File: config.mk
export PLATFORM = sky130hd
export DESIGN_NAME = mov_alu_fuse
export DESIGN_NICKNAME = d
export VERILOG_FILES = /design/src/rtl/fuse_pkg.sv /design/src/rtl/fuse_match.sv /design/src/rtl/fuse_hold_ctrl.sv /design/src/rtl/fuse_operands.sv /design/src/rtl/mov_alu_fuse.sv
export SDC_FILE = /design/constraint.sdc
export NUM_CORES = 1
export LEC_CHECK = 0
export ABC_AREA = 1
export CAP_MARGIN = 20
export CORE_ASPECT_RATIO = 1.75
export CORE_MARGIN = 2
export CORE_UTILIZATION = 23
export DETAILED_ROUTE_END_ITERATION = 16
export DONT_BUFFER_PORTS = 1
export GPL_ROUTABILITY_DRIVEN = 0
export PLACE_DENSITY_LB_ADDON = 0.2
export SETUP_SLACK_MARGIN = 0.4
export SYNTH_ARGS = -nofsm -noshare
export SYNTH_HDL_FRONTEND = slang
export SYNTH_SLANG_ARGS = --single-unit
File: constraint.sdc
create_clock -name clk -period 3.2 [get_ports clk]
set_input_delay 0.48 -clock clk [delete_from_list [all_inputs] [get_ports clk]]
set_output_delay 0.48 -clock clk [all_outputs]
set_load 0.01 [all_outputs]
File: src/rtl/fuse_pkg.sv
package fuse_pkg;
  typedef enum logic [1:0] {
    K_OTHER = 2'd0,
    K_MOVE  = 2'd1,
    K_ARITH = 2'd2,
    K_FUSED = 2'd3
  } kind_t;

  typedef enum logic [1:0] {
    SEL_PASS  = 2'd0,
    SEL_HELD  = 2'd1,
    SEL_FUSED = 2'd2
  } sel_t;
endpackage

File: src/rtl/fuse_match.sv
module fuse_match
  import fuse_pkg::*;
#(
  parameter int RW = 5
) (
  input  logic          hold_v,
  input  logic [RW-1:0] hold_rd,
  input  logic          in_valid,
  input  kind_t         in_kind,
  input  logic [RW-1:0] in_rd,
  output logic          fuse
);
  logic kind_ok;
  logic dst_eq;

  always_comb begin
    kind_ok = (in_kind == K_ARITH);
    dst_eq  = (in_rd == hold_rd);
    fuse    = hold_v && in_valid && kind_ok && dst_eq;
  end
endmodule

File: src/rtl/fuse_hold_ctrl.sv
module fuse_hold_ctrl
  import fuse_pkg::*;
#(
  parameter int RW = 5,
  parameter int FW = 4,
  parameter int AW = 32
) (
  input  logic          clk,
  input  logic          rst_n,
  input  logic          flush,
  input  logic          in_valid,
  input  kind_t         in_kind,
  input  logic [FW-1:0] in_func,
  input  logic [RW-1:0] in_rs,
  input  logic [RW-1:0] in_rd,
  input  logic [AW-1:0] in_pc,
  input  logic          out_ready,
  input  logic          fuse,
  output logic          in_ready,
  output logic          out_valid,
  output sel_t          sel,
  output logic          hold_v,
  output logic [FW-1:0] hold_func,
  output logic [RW-1:0] hold_rs,
  output logic [RW-1:0] hold_rd,
  output logic [AW-1:0] hold_pc
);
  logic hold_v_nxt;
  logic load;
  logic in_is_move;

  assign in_is_move = in_valid && (in_kind == K_MOVE);

  // next-state and handshake decisions
  always_comb begin
    hold_v_nxt = hold_v;
    load       = 1'b0;
    in_ready   = 1'b0;
    out_valid  = 1'b0;
    sel        = SEL_PASS;
    if (flush) begin
      in_ready   = 1'b1;
      hold_v_nxt = 1'b0;
    end else if (hold_v) begin
      out_valid = 1'b1;
      if (fuse) begin
        sel      = SEL_FUSED;
        in_ready = out_ready;
        if (out_ready) hold_v_nxt = 1'b0;
      end else begin
        sel = SEL_HELD;
        if (out_ready) begin
          if (in_is_move) begin
            in_ready = 1'b1;
            load     = 1'b1;
          end else begin
            hold_v_nxt = 1'b0;
          end
        end
      end
    end else if (in_is_move) begin
      in_ready = 1'b1;
      load     = 1'b1;
    end else begin
      out_valid = in_valid;
      in_ready  = out_ready;
    end
    if (load) hold_v_nxt = 1'b1;
  end

  always_ff @(posedge clk or negedge rst_n) begin
    if (!rst_n) hold_v <= 1'b0;
    else        hold_v <= hold_v_nxt;
  end

  // payload registers: enable only, no reset needed
  always_ff @(posedge clk) begin
    if (load) begin
      hold_func <= in_func;
      hold_rs   <= in_rs;
      hold_rd   <= in_rd;
      hold_pc   <= in_pc;
    end
  end
endmodule

File: src/rtl/fuse_operands.sv
module fuse_operands
  import fuse_pkg::*;
#(
  parameter int RW = 5,
  parameter int FW = 4,
  parameter int AW = 32
) (
  input  sel_t          sel,
  input  kind_t         in_kind,
  input  logic [FW-1:0] in_func,
  input  logic [RW-1:0] in_rs,
  input  logic [RW-1:0] in_rd,
  input  logic [AW-1:0] in_pc,
  input  logic [FW-1:0] hold_func,
  input  logic [RW-1:0] hold_rs,
  input  logic [RW-1:0] hold_rd,
  input  logic [AW-1:0] hold_pc,
  output kind_t         o_kind,
  output logic [FW-1:0] o_func,
  output logic [RW-1:0] o_srca,
  output logic [RW-1:0] o_srcb,
  output logic [RW-1:0] o_dst,
  output logic [AW-1:0] o_pc,
  output logic [AW-1:0] o_pc2,
  output logic          o_fused
);
  logic [RW-1:0] second_src;

  // the arithmetic's other source may also name the move destination
  assign second_src = (in_rs == hold_rd) ? hold_rs : in_rs;

  always_comb begin
    o_kind  = in_kind;
    o_func  = in_func;
    o_srca  = in_rd;
    o_srcb  = in_rs;
    o_dst   = in_rd;
    o_pc    = in_pc;
    o_pc2   = in_pc;
    o_fused = 1'b0;
    case (sel)
      SEL_HELD: begin
        o_kind = K_MOVE;
        o_func = hold_func;
        o_srca = hold_rd;
        o_srcb = hold_rs;
        o_dst  = hold_rd;
        o_pc   = hold_pc;
        o_pc2  = hold_pc;
      end
      SEL_FUSED: begin
        o_kind  = K_FUSED;
        o_srca  = hold_rs;
        o_srcb  = second_src;
        o_dst   = hold_rd;
        o_pc    = hold_pc;
        o_fused = 1'b1;
      end
      default: ;
    endcase
  end
endmodule

File: src/rtl/mov_alu_fuse.sv
module mov_alu_fuse
  import fuse_pkg::*;
#(
  parameter int RW = 5,
  parameter int FW = 4,
  parameter int AW = 32
) (
  input  logic          clk,
  input  logic          rst_n,
  input  logic          flush,
  input  logic          in_valid,
  output logic          in_ready,
  input  logic [1:0]    in_kind,
  input  logic [FW-1:0] in_func,
  input  logic [RW-1:0] in_rs,
  input  logic [RW-1:0] in_rd,
  input  logic [AW-1:0] in_pc,
  output logic          out_valid,
  input  logic          out_ready,
  output logic [1:0]    out_kind,
  output logic [FW-1:0] out_func,
  output logic [RW-1:0] out_srca,
  output logic [RW-1:0] out_srcb,
  output logic [RW-1:0] out_dst,
  output logic [AW-1:0] out_pc,
  output logic [AW-1:0] out_pc2,
  output logic          out_fused
);
  kind_t         kind_in;
  kind_t         kind_out;
  sel_t          sel;
  logic          fuse;
  logic          hold_v;
  logic [FW-1:0] hold_func;
  logic [RW-1:0] hold_rs;
  logic [RW-1:0] hold_rd;
  logic [AW-1:0] hold_pc;

  assign kind_in  = kind_t'(in_kind);
  assign out_kind = kind_out;

  fuse_match #(.RW(RW)) u_match (
    .hold_v  (hold_v),
    .hold_rd (hold_rd),
    .in_valid(in_valid),
    .in_kind (kind_in),
    .in_rd   (in_rd),
    .fuse    (fuse)
  );

  fuse_hold_ctrl #(.RW(RW), .FW(FW), .AW(AW)) u_ctrl (
    .clk      (clk),
    .rst_n    (rst_n),
    .flush    (flush),
    .in_valid (in_valid),
    .in_kind  (kind_in),
    .in_func  (in_func),
    .in_rs    (in_rs),
    .in_rd    (in_rd),
    .in_pc    (in_pc),
    .out_ready(out_ready),
    .fuse     (fuse),
    .in_ready (in_ready),
    .out_valid(out_valid),
    .sel      (sel),
    .hold_v   (hold_v),
    .hold_func(hold_func),
    .hold_rs  (hold_rs),
    .hold_rd  (hold_rd),
    .hold_pc  (hold_pc)
  );

  fuse_operands #(.RW(RW), .FW(FW), .AW(AW)) u_ops (
    .sel      (sel),
    .in_kind  (kind_in),
    .in_func  (in_func),
    .in_rs    (in_rs),
    .in_rd    (in_rd),
    .in_pc    (in_pc),
    .hold_func(hold_func),
    .hold_rs  (hold_rs),
    .hold_rd  (hold_rd),
    .hold_pc  (hold_pc),
    .o_kind   (kind_out),
    .o_func   (out_func),
    .o_srca   (out_srca),
    .o_srcb   (out_srcb),
    .o_dst    (out_dst),
    .o_pc     (out_pc),
    .o_pc2    (out_pc2),
    .o_fused  (out_fused)
  );
endmodule

# Word-level counts from Yosys, hierarchy flattened
# Index checks and enable logic that the tools add are counted.
[totals]
elab_cells = 46
out_inout_bits = 88
rom_bits = 0
mem_bits_rw = 0
latchBits = 0
register_bits = 47
n_memories = 0
[classes]
n_mux = 30
order_cmp = 0
n_addsub = 0
mul = 0
n_eq_ne = 6
n_reduce_logical = 5
shifts = 0
bitwise = 0
n_div = 0
[op_table]
columns = ["operator", "n"]
rows = [
  ["$mux 32", 2],
  ["$pmux 5 s2", 2],
  ["$mux 1", 19],
  ["$eq 5x5->1", 2],
  ["$mux 5", 2],
  ["$mux 2", 3],
  ["$eq 2x1->1 const B", 2],
  ["$eq 2x2->1 const B", 2],
  ["$logic_and 1x1->1", 4],
  ["$mux 4", 1],
  ["$pmux 2 s2", 1],
  ["$reduce_or 2->1", 1],
]

# Depth between registers and ports, before layout
# Gate-level depths: netlist of the first run.
[depth]
ltp_word = 9
ltp_mapped = 10
mapped_depth_nobuf = 10

# Modules after synthesis
# A second synthesis of the first run with hierarchy kept.
[unflattened]
cells_unflattened = 359
area_unflattened_um2 = 2785.2
[modules_own_cells]
columns = ["mod", "seq_area_each_um2", "area_each_um2", "cells_per_inst", "n_inst"]
rows = [
  ["fuse_hold_ctrl", 1406.3, 1500.2, 69, 1],
  ["fuse_operands", 0.0, 1174.9, 264, 1],
  ["fuse_match", 0.0, 110.1, 26, 1],
]

# Least setup slack after synthesis of the first run
# Ideal clock, no wire load.
[synth_timing]
path_kind = "input-to-reg"
from = "input in_kind[0]"
to = "register u_ctrl.hold_func[0], enable pin"
required_ps = 2750
setup_time_ps = 450
slack_ps = 35
path_buffers = 0
t_arrival_ps = 2714
stages = 4
path_cell_list = "inv_1 > nor2_1 > o211ai_1 > nor2_1"
[synth_between]
elab_chain_len = 7
elab_cells_between_ends = 10
classes_between = "2 x eq/ne; 5 x mux; 3 x reduce/logical"
[synth_lines]
columns = ["item", "line", "rtl"]
rows = [
  ["start, declared", "mov_alu_fuse.sv:13", "input logic [1:0] in_kind,"],
  ["$eq 2x1->1", "fuse_hold_ctrl.sv:32", "assign in_is_move = in_valid && (in_kind == K_MOVE);"],
  ["$logic_and 1x1->1", "fuse_hold_ctrl.sv:32", ""],
  ["$mux 1", "fuse_hold_ctrl.sv:53, fuse_hold_ctrl.sv:61", ""],
  ["$mux 1", "fuse_hold_ctrl.sv:52", "if (out_ready) begin"],
  ["$mux 1", "fuse_hold_ctrl.sv:46", "if (fuse) begin"],
  ["$mux 1 *", "fuse_hold_ctrl.sv:44", "end else if (hold_v) begin"],
  ["$mux 1 *", "fuse_hold_ctrl.sv:41", "if (flush) begin"],
  ["net u_ctrl.load", "fuse_hold_ctrl.sv:29", "logic load;"],
  ["end signal, assigned", "fuse_hold_ctrl.sv:79", "hold_func <= in_func;"],
  ["end, declared", "fuse_hold_ctrl.sv:23", "output logic [FW-1:0] hold_func,"],
]
# Mark *: on every way through the listed nets, which the timed path passes. The rest lies on a longest branch.
# A chain may end at the register's enable or synchronous reset.

# Final worst setup path of the first run
[layout_timing]
from = "register u_ctrl.hold_rd[3]"
to = "output out_pc2[18]"
[layout_between]
elab_chain_len = 7
[layout_lines]
columns = ["item", "line", "rtl"]
rows = [
  ["start, declared", "fuse_hold_ctrl.sv:25", "output logic [RW-1:0] hold_rd,"],
  ["start signal, assigned", "fuse_hold_ctrl.sv:81", "hold_rd <= in_rd;"],
  ["$eq 5x5->1", "fuse_match.sv:18", "dst_eq = (in_rd == hold_rd);"],
  ["$logic_and 1x1->1", "fuse_match.sv:19", "fuse = hold_v && in_valid && kind_ok && dst_eq;"],
  ["$mux 2", "fuse_hold_ctrl.sv:46", ""],
  ["$mux 2", "fuse_hold_ctrl.sv:44", ""],
  ["$mux 2", "fuse_hold_ctrl.sv:41", ""],
  ["$eq 2x1->1", "fuse_operands.sv:41", "case (sel)"],
  ["$mux 32", "fuse_operands.sv:41", ""],
  ["end, declared", "mov_alu_fuse.sv:26", "output logic [AW-1:0] out_pc2,"],
]
# No other way between the ends.

==> results by group, run 1 <==
Outcome
  • Status: finished clean

STA
  • Fmax achieved: 400 MHz
  • Clock Skews: 0.00346 ns
  • Final hold vios: 0
  • Final Setup Violations: 0
  • RSZ-0062 raised after global routing: no
  • Max_slew headroom: 0.581
  • Max Slew Vio Count: 0
  • Period utilization: 0.781
  • Post-Route Setup TNS: 0 ns
  • Final WS setup: 0.700 ns
  • Final min period: 2.50 ns
  • Slew at the pin closest to its max-slew limit: 0.628 ns

Worst setup path
  • Most frequent cell on the critical path: nand2_1
  • Worst setup SP type: flip-flop
  • CP max stage delay: 0.44 ns
  • Slowest CP cell: edfxtp_1
  • Ordered list of cells on the worst path: nand2_1 > nand2_1 > nor2_2 > nand3_4 > nand2_8 > buf_4 > nand2_1 > o21ai_0
  • CP delay by family, top: simple AND/OR/NAND/NOR gates
  • Worst Path Arrival: 2.02 ns
  • Crit path buf inv count: 1
  • CP Capture Type: output port
  • Crit-path max FO: 42
  • Worst setup path category: reg2out
  • CP Data Required Time: 2.72 ns

Clock network
  • Post-CTS Setup Bufs: 0
  • Worst-skew pair later-pin latency: 0.28 ns
  • H-tree Lvls: 2
  • Longest Clk Path Bufs: 2
  • Clock sinks: 47
  • CTS tree: yes
  • Worst-path clk slew: 0.07 ns
  • Number of CTS-inserted buffers: 5
  • Clock root buffer: clkbuf_16

Hold path
  • HP Class: in2reg

Global routing
  • Initial antenna violation count: 0
  • Gr usage total: 0.110
  • Largest net degree at the start of global routing: 43
  • Global-route wire length before repair: 10.9 mm
  • Number of global-route vias before repair: 2182
  • GR Overflow Total: 0

Drt
  • Vias per cell: 4.57
  • First-pass DRT Iterations: 6
  • # DRC: 0
  • Drt wl/cell: 14.8 um
  • Antenna Nets Post-Route: 0
  • Final wirelength: 7.22 mm
  • DRT iter0 DRCs: 106
  • Via count: 2226

Layout
  • Share of layout cells above drive strength 1: 0.0739
  • Synth-to-Final Area Change: 10.7%
  • ANT cells: 0
  • Nets: 404

Yosys
  • Syn avg cell area: 7.77 um2
  • Post-Synthesis Cells: 354
  • Seq cells post-synth: 47
  • Post-synth ARST share: 0.0213
  • Synth area leader: edfxtp_1
  • Synth top area cells: edfxtp_1 50%, nand2_1 18%, o21ai_0 12%
  • Top cells by count, synth: 135 x nand2_1, 65 x o21ai_0, 46 x edfxtp_1
  • Yosys cell types: 21
  • Sequential share of the synthesized area: 0.511
  • Synthesized area: 2750 um2
  • Most frequent cell after synthesis: nand2_1
  • Post-synth EDFFs: 46
  • Ys Warns: 0
  • Top cell type's share of synthesized area: 0.502
  • Syn nets: 407
  • Main flop type after synthesis: edfxtp_1

Die
  • Die area: 12900 um2
  • Std-Cell Rows: 52
  • Core box area: 11600 um2
  • I/O pin cnt: 141
  • Die H: 149 um
  • Initial Utilization: 0.236
  • Die span in x: 86.7 um

Power
  • Worst vdd ir: 0.163 mV
  • Lkg Pwr: 1.37 nW
  • Pwr per Cell Area: 448 nW/um2

Placement
  • Port bufs: 0
  • DP Worst Slack: 0.807 ns
  • Dpl hpwl: 5.44 mm

Job
  • Max Cap Violations: 0
-- kinds of logic after synthesis --
group	after synthesis	share of synthesized area
buffers and inverters	66	0.0991
AOI/OAI and AO/OA	74	0.136
xor gates and xnor gates	1	0.00318
and+or+nand+nor	166	0.251
DFF	47	0.511
-- final cells by class --
type / count / area [um2]
multi-input combinational: 241 / 1090
tap: 135 / 169
clock inverter: 1 / 5.00
sequential: 47 / 1410
timing repair buffer: 5 / 52.6
inverter: 51 / 191
fill: 1280 / 8600
clock buffer: 7 / 133
-- through the flow --
stage          utilization  cell area, um2  hold slack, ns  cells  power, mW
5_1_grt              0.261            3050           0.270    487       1.43
3_5_place_dp         0.248            2890           0.184    478      0.870
2_1_floorplan            -            2750           0.184    354      0.843
3_3_place_gp         0.248            2890           0.184    478      0.869
6_report             0.261            3050           0.286    487       1.36
4_1_cts              0.261            3040           0.272    487       1.40
-- where the power goes --
| group | internal, mW | switching (mW) |
|---|---|---|
| sequential | 0.689 | 0.00432 |
| clock | 0.289 | 0.220 |
| combinational | 0.0428 | 0.119 |
-- worst reg2reg max path, delay by kind of cell, from the launching register on --
kind | cells | cell delay (ns)
AOI/OAI and AO/OA | 1 | 0.13
DFF | 1 | 0.41
buffers and inverters | 2 | 0.43
and+or+nand+nor | 1 | 0.51
-- state kept, by name, indices dropped and copies added, names as in the netlist --
| register | flops |
|---|---|
| u_ctrl.hold_pc | 32 |
| u_ctrl.hold_v | 1 |
| u_ctrl.hold_func | 4 |
| u_ctrl.hold_rd | 5 |
| u_ctrl.hold_rs | 5 |
-- final timing paths --
path	slack, ns	endpoint	depth (start not counted)	startpoint
max	0.70	out_pc2[18]	8	u_ctrl.hold_rd[3]$_DFFE_PP_
min	0.29	u_ctrl.hold_func[0]$_DFFE_PP_	0	in_func[0]
max reg2reg	1.39	u_ctrl.hold_rs[3]$_DFFE_PP_	4	u_ctrl.hold_v$_DFF_PN0_
min reg2reg	1.09	u_ctrl.hold_rs[4]$_DFFE_PP_	3	u_ctrl.hold_v$_DFF_PN0_
max in group asynchronous	2.68	u_ctrl.hold_v$_DFF_PN0_	1	rst_n
min in group asynchronous	0.41	u_ctrl.hold_v$_DFF_PN0_	1	rst_n
-- metal layers --
| layer | routed length (um) | vias up | global-route usage |
|---|---|---|---|
| met5 | 0 | - | 0 |
| met4 | 121 | 0 | 0.0445 |
| met3 | 353 | 5 | 0.0189 |
| met2 | 4000 | 83 | 0.215 |
| met1 | 2750 | 1006 | 0.112 |
| li1 | - | 1132 | - |
-- cells in the final DEF (no fill, tap or decap) --
master,instances
buf_12,1
or2_2,1
nor2_1,7
nand4_1,2
edfxtp_1,46
nand3_1,13
nand2_1,135
nand3_4,1
buf_4,3
nand2_8,1
o211ai_1,1
nor2_4,3
clkbuf_16,5
inv_1,44
o21ai_1,7
o21ai_0,65
dlygate4sd3_1,1
xnor2_1,1
clkbuf_1,2
clkinv_2,1
a21oi_1,1
nor2_2,3
dfrtp_1,1
inv_2,7
-- timing repair --
item                                    in CTS  in global routing
hold buffers                                 1                  0
resized for setup                            0                  1
endpoints found under the setup margin       0                 15
endpoints found under the hold margin        1                  0
Note: power is estimated with default switching activity, not from simulation.
==> inputs of run 2 (changes only) <==
==> constraint.sdc (replaced) <==
create_clock -name clk -period 2.6 [get_ports clk]
set_input_delay 0.39 -clock clk [delete_from_list [all_inputs] [get_ports clk]]
set_output_delay 0.39 -clock clk [all_outputs]
set_load 0.01 [all_outputs]
==> results by group, run 2 (same netlist as run 1, synthesis figures left out) <==
STA
  • Max Slew Vio Count: 0
  • Period utilization: 0.829
  • Slew at the pin closest to its max-slew limit: 0.446 ns
  • Final hold vios: 0
  • RSZ-0062 raised after global routing: yes
  • Final WS setup: 0.445 ns
  • Post-Route Setup TNS: 0 ns
  • Clock Skews: 0.00582 ns
  • Fmax achieved: 464 MHz
  • Final Setup Violations: 0
  • Max_slew headroom: 0.699
  • Final min period: 2.16 ns

Drt
  • Final wirelength: 8.00 mm
  • Drt wl/cell: 16.1 um
  • First-pass DRT Iterations: 4
  • Vias per cell: 4.69
  • DRT iter0 DRCs: 88
  • Antenna Nets Post-Route: 0
  • # DRC: 0
  • Via count: 2332

Worst setup path
  • Worst Path Arrival: 1.77 ns
  • Worst r2r src: u_ctrl.hold_v$_DFF_PN0_
  • CP Capture Type: output port
  • Launch point of the worst path: u_ctrl.hold_rd[3]$_DFFE_PP_
  • Crit-path max FO: 19
  • CP Data Required Time: 2.21 ns
  • Worst setup path category: reg2out
  • Worst setup SP type: flip-flop

Power
  • Pwr per Cell Area: 518 nW/um2
  • Worst vdd ir: 0.218 mV
  • Lkg Pwr: 1.48 nW

Layout
  • Largest registers: u_ctrl.hold_pc: 32 flops, u_ctrl.hold_rd: 5 flops, u_ctrl.hold_rs: 5 flops
  • Most common cell after layout, fill and taps aside: nand2_1
  • Share of layout cells above drive strength 1: 0.166
  • Most frequent cells in the layout: 134 x nand2_1, 46 x edfxtp_1, 44 x inv_1
  • ANT cells: 0
  • Nets: 414
  • Synth-to-Final Area Change: 19.9%
  • Largest register FFs: 32
  • Top reg by flops: u_ctrl.hold_pc

Global routing
  • GR Overflow Total: 0
  • M2 GR Usage: 0.230
  • Global Route met1 Usage: 0.111
  • Initial antenna violation count: 0
  • GRT busiest layer: met2
  • Global-route wire length before repair: 11.4 mm
  • Met3 Use GR: 0.0244
  • Number of global-route vias before repair: 2216
  • Largest net degree at the start of global routing: 47
  • Gr usage total: 0.116

Clock network
  • Worst-skew pair later-pin latency: 0.29 ns
  • Clock sinks: 47
  • H-tree Lvls: 2
  • CTS tree: yes
  • Clock root buffer: clkbuf_16
  • Longest Clk Path Bufs: 2
  • Worst-path clk slew: 0.07 ns
  • Number of CTS-inserted buffers: 5

Die
  • Core box area: 11600 um2
  • Die area: 12900 um2
  • I/O pin cnt: 141
  • Die H: 149 um
  • Std-Cell Rows: 52
  • Die span in x: 86.7 um
  • Initial Utilization: 0.236

Hold path
  • Worst Min Path Start: in_pc[31]
  • HP Class: in2reg

Placement
  • Port bufs: 0
  • DP Worst Slack: 0.484 ns
  • Dpl hpwl: 5.59 mm

Outcome
  • Status: finished clean

Job
  • Max Cap Violations: 0
[run 2: per-stage QoR]
stage	std cells	power (mW)	hold WS (ns)	area, um2	utilization
after floorplan	354	1.04	0.0944	2760	-
after global placement	478	1.07	0.0945	2910	0.250
after detailed placement	478	1.07	0.0945	2910	0.250
after CTS	495	1.73	0.182	3160	0.271
after global routing	497	1.78	0.182	3300	0.283
final	497	1.71	0.193	3300	0.283
[run 2: layout make-up]
| cell class | count | area [um2] |
|---|---|---|
| fill | 1235 | 8350 |
| sequential | 47 | 1410 |
| multi-input combinational | 242 | 1210 |
| inverter | 51 | 191 |
| timing repair buffer | 14 | 186 |
| tap | 135 | 169 |
| clock buffer | 7 | 133 |
| clock inverter | 1 | 5.00 |
[run 2: per-layer routing]
metal  vias up  part of all wire
li1       1166                 -
met1      1076              0.36
met2        81              0.57
met3         9             0.052
met4         0             0.019
met5         -                 0
[run 2: worst paths after layout]
| kind | slack, ns | depth (start not counted) | to |
|---|---|---|---|
| max | 0.44 | 8 | out_pc2[6] |
| min | 0.19 | 0 | u_ctrl.hold_pc[31]$_DFFE_PP_ |
| max reg2reg | 1.09 | 6 | u_ctrl.hold_v$_DFF_PN0_ |
| min reg2reg | 0.94 | 4 | u_ctrl.hold_v$_DFF_PN0_ |
| max in group asynchronous | 2.16 | 1 | u_ctrl.hold_v$_DFF_PN0_ |
| min in group asynchronous | 0.32 | 1 | u_ctrl.hold_v$_DFF_PN0_ |
[run 2: what timing repair did]
action | CTS | global route
cloned | 1 | 1
gates resized for setup | 29 | 35
hold endpoints to repair | 1 | 0
setup buffers | 7 | 1
hold buffers | 1 | 0
endpoints found under the setup margin | 71 | 59
pin swaps | 1 | 0
[run 2: power breakdown]
| group | switching, mW | internal [mW] | leakage [nW] | total (mW) |
|---|---|---|---|---|
| Sequential | 0.00529 | 0.848 | 0.431 | 0.854 |
| Combinational | 0.160 | 0.0699 | 0.980 | 0.230 |
| Clock | 0.268 | 0.356 | 0.0679 | 0.624 |
[run 2: critical path, stage by stage, from the launching register on]
cell and delay, ns:
edfxtp_1 0.43, inv_2 0.09, nand2_1 0.05, o21ai_1 0.13
nor2_4 0.07, nand3_4 0.14, nand2_8 0.11, clkbuf_16 0.22
o21ai_1 0.23
